[src/rtl/macrocell_pkg.sv]
package macrocell_pkg;
  typedef enum logic [1:0] {LIT_OFF = 2'd0, LIT_TRUE = 2'd1, LIT_INV = 2'd2, LIT_NONE = 2'd3} lit_e;
  typedef enum logic [1:0] {ROLE_OFF = 2'd0, ROLE_SUM = 2'd1, ROLE_XOR = 2'd2, ROLE_REG = 2'd3} role_e;
  typedef enum logic [1:0] {XS_ZERO = 2'd0, XS_ONE = 2'd1, XS_TERM = 2'd2, XS_TOGGLE = 2'd3} xsrc_e;
endpackage

[src/rtl/mc_pterm.sv]
module mc_pterm import macrocell_pkg::*; #(
  parameter int IN_W = 8
) (
  input  logic [IN_W-1:0]   bus_i,
  input  logic [2*IN_W-1:0] lit_i,
  output logic              term_o
);
  logic [IN_W-1:0] hit;

  for (genvar i = 0; i < IN_W; i++) begin : g_lit
    lit_e code;
    assign code = lit_e'(lit_i[2*i +: 2]);
    always_comb begin
      unique case (code)
        LIT_TRUE: hit[i] = bus_i[i];
        LIT_INV:  hit[i] = ~bus_i[i];
        default:  hit[i] = 1'b1;
      endcase
    end
  end

  assign term_o = &hit;
endmodule

[src/rtl/mc_ptmux.sv]
module mc_ptmux import macrocell_pkg::*; #(
  parameter int NUM_PT = 5
) (
  input  logic [NUM_PT-1:0]   term_i,
  input  logic [2*NUM_PT-1:0] role_i,
  output logic                sum_o,
  output logic                xor_o,
  output logic                reg_o
);
  logic [NUM_PT-1:0] to_sum, to_xor, to_reg;

  for (genvar t = 0; t < NUM_PT; t++) begin : g_route
    role_e r;
    assign r         = role_e'(role_i[2*t +: 2]);
    assign to_sum[t] = term_i[t] && (r == ROLE_SUM);
    assign to_xor[t] = term_i[t] && (r == ROLE_XOR);
    assign to_reg[t] = term_i[t] && (r == ROLE_REG);
  end

  assign sum_o = |to_sum;
  assign xor_o = |to_xor;
  assign reg_o = |to_reg;
endmodule

[src/rtl/mc_reg.sv]
module mc_reg (
  input  logic clk_i,
  input  logic rst_ni,
  input  logic ce_i,
  input  logic d_i,
  output logic q_o
);
  always_ff @(posedge clk_i or negedge rst_ni) begin
    if (!rst_ni)   q_o <= 1'b0;
    else if (ce_i) q_o <= d_i;
  end

  assert_hold_R10: assert property (@(posedge clk_i) disable iff (!rst_ni)
    !ce_i |=> (q_o == $past(q_o)));
endmodule

[src/rtl/pld_macrocell.sv]
module pld_macrocell import macrocell_pkg::*; #(
  parameter int GLB_W  = 4,
  parameter int RGN_W  = 4,
  parameter int NUM_PT = 5,
  localparam int IN_W  = GLB_W + RGN_W,
  localparam int LIT_W = NUM_PT * IN_W * 2
) (
  input  logic               clk_i,
  input  logic               rst_ni,
  input  logic               ce_i,
  input  logic [GLB_W-1:0]   glb_i,
  input  logic [RGN_W-1:0]   rgn_i,
  input  logic [LIT_W-1:0]   lit_cfg_i,
  input  logic [2*NUM_PT-1:0] role_cfg_i,
  input  logic [1:0]         xsrc_cfg_i,
  input  logic               dsrc_cfg_i,
  input  logic               osel_cfg_i,
  input  logic               oe_cfg_i,
  input  logic               casc_i,
  output logic               casc_o,
  output logic               pin_o,
  output logic               oe_o,
  output logic               fb_o
);
  logic [IN_W-1:0]   bus;
  logic [NUM_PT-1:0] pt;
  logic sum_pt, xor_pt, reg_pt, sum, xop, xo, d, q;

  assign bus = {rgn_i, glb_i};

  for (genvar t = 0; t < NUM_PT; t++) begin : g_pt
    mc_pterm #(.IN_W(IN_W)) u_pt (
      .bus_i  (bus),
      .lit_i  (lit_cfg_i[t*2*IN_W +: 2*IN_W]),
      .term_o (pt[t])
    );
  end

  mc_ptmux #(.NUM_PT(NUM_PT)) u_mux (
    .term_i (pt),
    .role_i (role_cfg_i),
    .sum_o  (sum_pt),
    .xor_o  (xor_pt),
    .reg_o  (reg_pt)
  );

  assign sum = sum_pt | casc_i;

  always_comb begin
    unique case (xsrc_e'(xsrc_cfg_i))
      XS_ZERO: xop = 1'b0;
      XS_ONE:  xop = 1'b1;
      XS_TERM: xop = xor_pt;
      default: xop = q;
    endcase
  end

  assign xo = sum ^ xop;
  assign d  = dsrc_cfg_i ? reg_pt : xo;

  mc_reg u_reg (
    .clk_i  (clk_i),
    .rst_ni (rst_ni),
    .ce_i   (ce_i),
    .d_i    (d),
    .q_o    (q)
  );

  assign casc_o = sum;
  assign pin_o  = osel_cfg_i ? q : xo;
  assign oe_o   = oe_cfg_i;
  assign fb_o   = q;

  assert_casc_pass_R3: assert property (@(posedge clk_i) disable iff (!rst_ni)
    casc_i |-> casc_o);
  assert_polarity_R6: assert property (@(posedge clk_i) disable iff (!rst_ni)
    (!osel_cfg_i && xsrc_cfg_i == 2'd1) |-> (pin_o != casc_o));
  assert_toggle_R9: assert property (@(posedge clk_i) disable iff (!rst_ni)
    (ce_i && xsrc_cfg_i == 2'd3 && !dsrc_cfg_i && casc_o) |=> (fb_o != $past(fb_o)));
  assert_reg_pin_R12: assert property (@(posedge clk_i) disable iff (!rst_ni)
    osel_cfg_i |-> (pin_o == fb_o));
endmodule

[config.mk]
export PLATFORM = sky130hd
export DESIGN_NAME = pld_macrocell
export DESIGN_NICKNAME = d
export VERILOG_FILES = /design/src/rtl/macrocell_pkg.sv /design/src/rtl/mc_pterm.sv /design/src/rtl/mc_ptmux.sv /design/src/rtl/mc_reg.sv /design/src/rtl/pld_macrocell.sv
export SDC_FILE = /design/constraint.sdc
export NUM_CORES = 1
export LEC_CHECK = 0
export BUFFER_PORTS_ARGS = -buffer_cell sky130_fd_sc_hd__buf_4
export CAP_MARGIN = 10
export CORE_MARGIN = 10
export CORE_UTILIZATION = 47
export CTS_BUF_LIST = sky130_fd_sc_hd__clkbuf_16
export DETAILED_ROUTE_END_ITERATION = 10
export PLACE_DENSITY = 0.85
export RECOVER_POWER = 100
export REMOVE_ABC_BUFFERS = 1
export SYNTH_ARGS = -nofsm -noshare
export SYNTH_HDL_FRONTEND = slang
export SYNTH_HIERARCHICAL = 1
export SYNTH_SLANG_ARGS = --single-unit
[constraint.sdc]
create_clock -name clk_i -period 2.9 [get_ports clk_i]
set_input_delay 0.435 -clock clk_i [delete_from_list [all_inputs] [get_ports clk_i]]
set_output_delay 0.435 -clock clk_i [all_outputs]
set_load 0.01 [all_outputs]
======== Word level (Yosys, flattened, before mapping) ========
Cells that the tools add are included.
Widths: inputs -> output; s select.
operators by class
  bitwise logic cells ..................... 10
  eq/ne operators ......................... 97
  mux-type cells .......................... 43
  reductions and logical operators ........ 24
operators by type and width
  operator            number
  $eq 2x2->1 const B  51
  $eq 2x1->1 const B  46
  $pmux 1 s2          40
  $reduce_and 8->1    5
  $logic_and 1x1->1   15
  $reduce_or 5->1     3
  $not 1->1           8
  $pmux 1 s3          1
  $logic_not 2->1     1
  $mux 1              2
  $or 1x1->1          1
  $xor 1x1->1         1
storage, ports and cells
  register bits ........................... 1
  bits of input ports ..................... 107
  logic and storage cells ................. 175

======== Logic depth before layout (Yosys ltp) ========
Gate-level depths: netlist (run 1).
  depth after elaboration ................. 8
  gate-level depth with buffers ........... 12
  gate-level depth less buffers ........... 12

======== Modules after synthesis ========
Netlist (run 1), hierarchy kept.
modules (own cells, without submodules)
  module         instances  area each (µm²)  sequential area each (µm²)  cells an instance
  mc_pterm       5          387.9            0.0                         45
  mc_ptmux       1          118.9            0.0                         23
  pld_macrocell  1          68.8             0.0                         11
  mc_reg         1          40.0             25.0                        2

======== Worst setup path after synthesis (run 1) ========
No wires, ideal clock.
  kind .................................... in2out
  start point ............................. input lit_cfg_i[62]
  end point ............................... output pin_o
  arrival ................................. 2255 ps
  path slack .............................. 210 ps
  stages .................................. 11
  cell sequence ........................... inv_1 ha_1 mux2_1 o22ai_1 nor4_2 nand2_1 o22ai_1 or3_1 nor2_1 and3b_1 o31ai_1
on the way
  word-level cells in the longest chain between the ends .. 8
  elaborated cells between the ends (all ways) .. 12
RTL lines
  element                                   line                 source
  start: declaration                        pld_macrocell.sv:13  input logic [LIT_W-1:0] lit_cfg_i,
  $eq 2x2->1 or $eq 2x1->1 (tied branches)  mc_pterm.sv:14       unique case (code)
  $pmux 1 s2 (*)                            mc_pterm.sv:14
  $reduce_and 8->1 (*)                      mc_pterm.sv:22       assign term_o = &hit;
  named net pt[3]                           pld_macrocell.sv:26  logic [NUM_PT-1:0] pt;
  $logic_and 1x1->1 (*)                     mc_ptmux.sv:15       assign to_sum[t] = term_i[t] && (r == ROLE_SUM);
  $reduce_or 5->1 (*)                       mc_ptmux.sv:20       assign sum_o = |to_sum;
  named net sum_pt                          pld_macrocell.sv:27  logic sum_pt, xor_pt, reg_pt, sum, xop, xo, d, q;
  $or 1x1->1 (*)                            pld_macrocell.sv:47  assign sum = sum_pt | casc_i;
  $xor 1x1->1 (*)                           pld_macrocell.sv:58  assign xo = sum ^ xop;
  $mux 1 (*)                                pld_macrocell.sv:70  assign pin_o = osel_cfg_i ? q : xo;
  end: declaration                          pld_macrocell.sv:21  output logic pin_o,
The timed path passes the listed nets; every way through them passes the cells marked *.

======== Final worst setup path (run 1) ========
  start point ............................. input lit_cfg_i[78]
  end point ............................... output pin_o
The elaborated chain is that of the path after synthesis.

==> flow_summary.yaml, run 1 <==
logic_synthesis:
  synth_area_leader_cell: "ha_1"
  ys_ff_latch: 1
  ys.warnings.count: 6
  syn_area_per_cell_um2: 8.30
  syn_area_um2: 2170
  synth_top_area_frac: 0.462
  synthTopCellsByArea: "ha_1 46%, mux2_2 16%, inv_1 14%"
  syn_inst: 261
  synth_edf_count: 0
  synthFlopType: "dfrtp_1"
  async_reset_ff_frac: 1.00
  ys_seq_area_frac: 0.0115
  yosysUniqueCellTypes: 23
finish:
  synthToLayoutAreaGrowth_pct: 44.9
  final_nets: 557
  multiInputGateArea_um2: 1930
  regMostFlops: "u_reg/q_o"
  drive_gt1_frac: 0.435
  regArea_um2: 25.0
  reg_top3: "u_reg/q_o (1)"
  diodes: 0
  final_common_cell: "buf_4"
  largest_reg_flops: 1
  final_cells: 420
  fill_cells: 359
  layout_common_cells: "106 x buf_4, 82 x inv_1, 80 x ha_1"
placed_design:
  gp_congestion: 0.823
  portBuffers: 108
  dp.cells: 420
  dp_hpwl_mm: 5.90
pwr:
  powerDensity_nw_per_um2: 129
  leakagePower_uw: 0.00194
  power_uw: 404
  ir_drop_mv: 0.0596
floorplan:
  die_w_um: 87.9
  start_util: 0.491
  top_level_ports: 111
  rows: 24
  die_y_um: 87.9
  core_um2: 4410
  die_area_um2: 7730
setup_path:
  crit_buf_inv: 2
  crit_type: "input pin to output pin"
  rr_worst_depth: 4
  cpMostUsedCell: "buf_4"
  crit_family: "simple AND/OR/NAND/NOR gates"
  reg2reg_from: "u_reg/q_o$_DFFE_PN0P_"
  rrSetupSlack_ns: 1.63
  cp_slowest_stage_delay_ns: 0.37
  cp_cell_sequence: "buf_4 -> ha_1 -> mux2_1 -> o22ai_2 -> nor4_2 -> nand2_1 -> nor2_1 -> or3_1 -> nor2_2 -> and3b_1 -> o31ai_1 -> buf_4"
  cp_data_arrival_time_ns: 2.51
  crit_required_ns: 2.47
  startpoint_type: "input pin"
  critPathMaxFanout: 3
  endpoint_kind: "output pin"
  cpMaxStageDelayCell: "or3_1"
  r2r-end: "u_reg/q_o$_DFFE_PN0P_"
drt:
  via_per_inst: 5.12
  dr.pass1.iters: 6
  wl_per_cell_um: 15.7
  drc: 0
  vias: 2150
  routed_wirelength_mm: 6.58
  dr.first_iter.drc_count: 36
  final_antenna_net_count: 0
clock_network:
  clkLatencyLatePin_ns: 0
  clk_pin_slew_ns: 0
  holdBufCountCts: 0
timing:
  tns_ns: -0.0424
  skew_ns: 0
  post-route-period-util: 1.01
  finalSetupViolCount: 1
  fin_crit_ns: 2.94
  tightest_slew_ns: 0.363
  max_freq_mhz: 340
  worst_slack_ns: -0.0424
  rsz0062_at_grt: "true"
  maxSlewHeadroom: 0.756
  hold_viol: 0
  hold_slack_ns: 0.233
  final_max_slew_viol_count: 0
global_route:
  grt_pass1_vias: 2352
  grt.total_usage: 0.160
  grt_max_degree: 6
  antenna_found_initial: 0
  grt_pass1_wl_mm: 10.1
  grt_remaining_overflow: 0
min_path:
  hp-class: "input pin to async pin"
run:
  cap_viol_max_count: 0
status:
  failed_checks: "negative setup slack"
  status: "complete, but fails checks"
## Yosys cell counts (all sizes together), types with 2 or more instances
cell / count
inv: 82
ha: 80
mux2: 41
o22ai: 23
nand2: 10
nor4: 5
nand3: 3
nand3b: 2
nor2: 2
o31ai: 2
## power breakdown
part | leakage [uW] | total, uW | switching, uW | internal (uW)
combinational | 0.00193 | 385 | 166 | 219
clock | 0 | 0 | 0 | 0
sequential | 0.0000127 | 18.5 | 2.28 | 16.2
## repair_timing
| item | in CTS | in global routing |
|---|---|---|
| setup buffers | 0 | 0 |
| endpoints found under the setup margin | 1 | 2 |
| gates resized for setup | 15 | 4 |
## worst max-delay path by stage
stage	startpoint	end	slack [ns]	cells after the start
final	lit_cfg_i[78]	pin_o	-0.04	12
after global routing	lit_cfg_i[46]	pin_o	-0.16	12
after CTS	lit_cfg_i[78]	pin_o	-0.01	12
after detailed placement	lit_cfg_i[66]	pin_o	-0.12	13
after global placement	lit_cfg_i[12]	pin_o	-0.08	12
after floorplan	lit_cfg_i[62]	pin_o	0.21	11
## routing by layer
layer / up-vias / global-route usage / wire (um)
met4: 0 / 0.0391 / 143
li1: 1077 / - / -
met3: 11 / 0.0371 / 490
met5: - / 0 / 0
met2: 69 / 0.329 / 3690
met1: 993 / 0.151 / 2250
## per-stage QoR
| step | setup WS [ns] | cell area (um2) | utilization |
|---|---|---|---|
| final | -0.0424 | 3140 | 0.711 |
| after global routing | -0.157 | 3140 | 0.711 |
| after CTS | -0.0146 | 3120 | 0.707 |
| after detailed placement | -0.124 | 3040 | 0.688 |
| after global placement | -0.0802 | 3040 | 0.688 |
| after floorplan | 0.210 | 2160 | - |
## worst register-to-register path: cells and delay by family (launching register included)
kind,cells,cell delay [ns]
DFF,1,0.39
AOI/OAI and AO/OA,2,0.31
muxes,1,0.26
and+or+nand+nor,1,0.19
## layout make-up
| class | instances | share of cell area |
|---|---|---|
| flip-flops and latches | 1 | 0.00797 |
| inverters | 82 | 0.0980 |
| multi-input cells | 177 | 0.616 |
| well taps | 52 | 0.0207 |
| repair buffers | 108 | 0.257 |
## logic make-up (layout without fill, tap and decap cells)
kind of cell	after synthesis	in the layout	synth area share
adders and majority gates	80	80	0.462
and+or+nand+nor	26	26	0.0762
AOI/OAI and AO/OA	30	30	0.0901
buffers and inverters	83	190	0.146
DFF	1	1	0.0115
muxes	41	41	0.215
No activity file was read; power rests on OpenSTA's default activity.
==> inputs of run 2 (changes only) <==
--- a/config.mk
+++ b/config.mk
@@ -14,6 +14,7 @@
 export PLACE_DENSITY = 0.85
 export RECOVER_POWER = 100
 export REMOVE_ABC_BUFFERS = 1
+export SKIP_CTS_REPAIR_TIMING = 1
 export SYNTH_ARGS = -nofsm -noshare
 export SYNTH_HDL_FRONTEND = slang
 export SYNTH_HIERARCHICAL = 1
==> run 2 against run 1 <==
Compared with the run above:
- critical path depth is the same
- the run still ends with negative setup slack left
- clock skew is the same
- largest power group unchanged
- worst hold slack is essentially flat
- global-route usage shrank 0.92 points
- total power shrank 0.90%
- utilization shrank 0.11 points
==> flow_summary.yaml, run 2 (same netlist as run 1, synthesis figures left out) <==
status:
  failed_checks: "negative setup slack"
  status: "complete, but fails checks"
floorplan:
  top_level_ports: 111
  die_y_um: 87.9
  rows: 24
  die_area_um2: 7730
  die_w_um: 87.9
  core_um2: 4410
  start_util: 0.491
placed_design:
  dp_hpwl_mm: 5.90
  portBuffers: 108
  dp.cells: 420
  gp_congestion: 0.823
timing:
  fin_crit_ns: 2.95
  maxSlewHeadroom: 0.757
  worst_slack_ns: -0.0460
  tightest_slew_ns: 0.362
  hold_viol: 0
  finalSetupViolCount: 1
  post-route-period-util: 1.02
  hold_slack_ns: 0.233
  final_max_slew_viol_count: 0
  max_freq_mhz: 339
  rsz0062_at_grt: "true"
  skew_ns: 0
global_route:
  grt_max_degree: 6
  grt_pass1_wl_mm: 9.67
  grt_pass1_vias: 2260
  antenna_found_initial: 0
  grt.total_usage: 0.150
  grt_remaining_overflow: 0
clock_network:
  clkLatencyLatePin_ns: 0
  clk_pin_slew_ns: 0
min_path:
  hp-class: "input pin to async pin"
drt:
  dr.pass1.iters: 5
  routed_wirelength_mm: 6.61
  drc: 0
  dr.first_iter.drc_count: 54
  via_per_inst: 5.12
  final_antenna_net_count: 0
  wl_per_cell_um: 15.7
  vias: 2151
finish:
  drive_gt1_frac: 0.435
  diodes: 0
  synthToLayoutAreaGrowth_pct: 44.6
  largest_reg_flops: 1
  final_cells: 420
  regMostFlops: "u_reg/q_o"
  final_common_cell: "buf_4"
  reg_top3: "u_reg/q_o (1)"
  fill_cells: 360
  fin_util: 0.710
  layout_common_cells: "106 x buf_4, 82 x inv_1, 80 x ha_1"
  final_nets: 557
setup_path:
  crit_buf_inv: 2
  crit_family: "simple AND/OR/NAND/NOR gates"
  cp_data_arrival_time_ns: 2.51
  cp_cell_sequence: "buf_4 -> ha_1 -> mux2_1 -> o22ai_2 -> nor4_2 -> nand2_1 -> o22ai_1 -> or3_1 -> nor2_2 -> and3b_1 -> o31ai_1 -> buf_4"
  crit_type: "input pin to output pin"
  endpoint_kind: "output pin"
  cpMaxStageDelayCell: "or3_1"
  startpoint_type: "input pin"
  critPathMaxFanout: 3
  crit_required_ns: 2.47
  cpMostUsedCell: "buf_4"
  cp_slowest_stage_delay_ns: 0.35
pwr:
  powerDensity_nw_per_um2: 128
  leakagePower_uw: 0.00194
  ir_drop_mv: 0.0597
run:
  cap_viol_max_count: 0
run 2: cell counts in the layout (fill, tap and decap cells not counted):
Identical to the previous run, type by type.
run 2: worst paths after layout:
kind	from	end	slack [ns]	depth (start not counted)
worst max-delay path	lit_cfg_i[30]	pin_o	-0.05	12
worst min-delay path	rst_ni	u_reg/q_o$_DFFE_PN0P_	0.23	1
worst max register to register	u_reg/q_o$_DFFE_PN0P_	u_reg/q_o$_DFFE_PN0P_	1.63	4
worst min register to register	u_reg/q_o$_DFFE_PN0P_	u_reg/q_o$_DFFE_PN0P_	0.57	1
max in group asynchronous	rst_ni	u_reg/q_o$_DFFE_PN0P_	2.58	1
min in group clk_i	u_reg/q_o$_DFFE_PN0P_	u_reg/q_o$_DFFE_PN0P_	0.57	1
run 2: per-layer routing:
metal,GRT usage,share of wire,vias to the layer above
met3,0.0344,0.068,12
met2,0.306,0.56,74
met5,0,0,-
met1,0.150,0.35,990
li1,-,-,1075
met4,0.0261,0.024,0
run 2: power breakdown:
group	internal, uW	switching [uW]
clock network	0	0
registers	16.2	2.30
logic	217	164
run 2: per-stage QoR:
stage | instance area, um2 | total power [uW] | worst slack, ns | TNS [ns]
after floorplan | 2160 | 177 | 0.210 | 0
after CTS | 3040 | 368 | -0.131 | -0.131
after global routing | 3130 | 444 | -0.168 | -0.168
after global placement | 3040 | 345 | -0.0802 | -0.0802
final | 3130 | 400 | -0.0460 | -0.0460
after detailed placement | 3040 | 366 | -0.124 | -0.124
run 2: layout make-up:
type                    count  area (um2)  area share
inverters                  82         308      0.0982
multi-input cells         177        1930       0.616
flip-flops and latches      1        25.0     0.00798
well taps                  52        65.1      0.0208
repair buffers            108         807       0.257
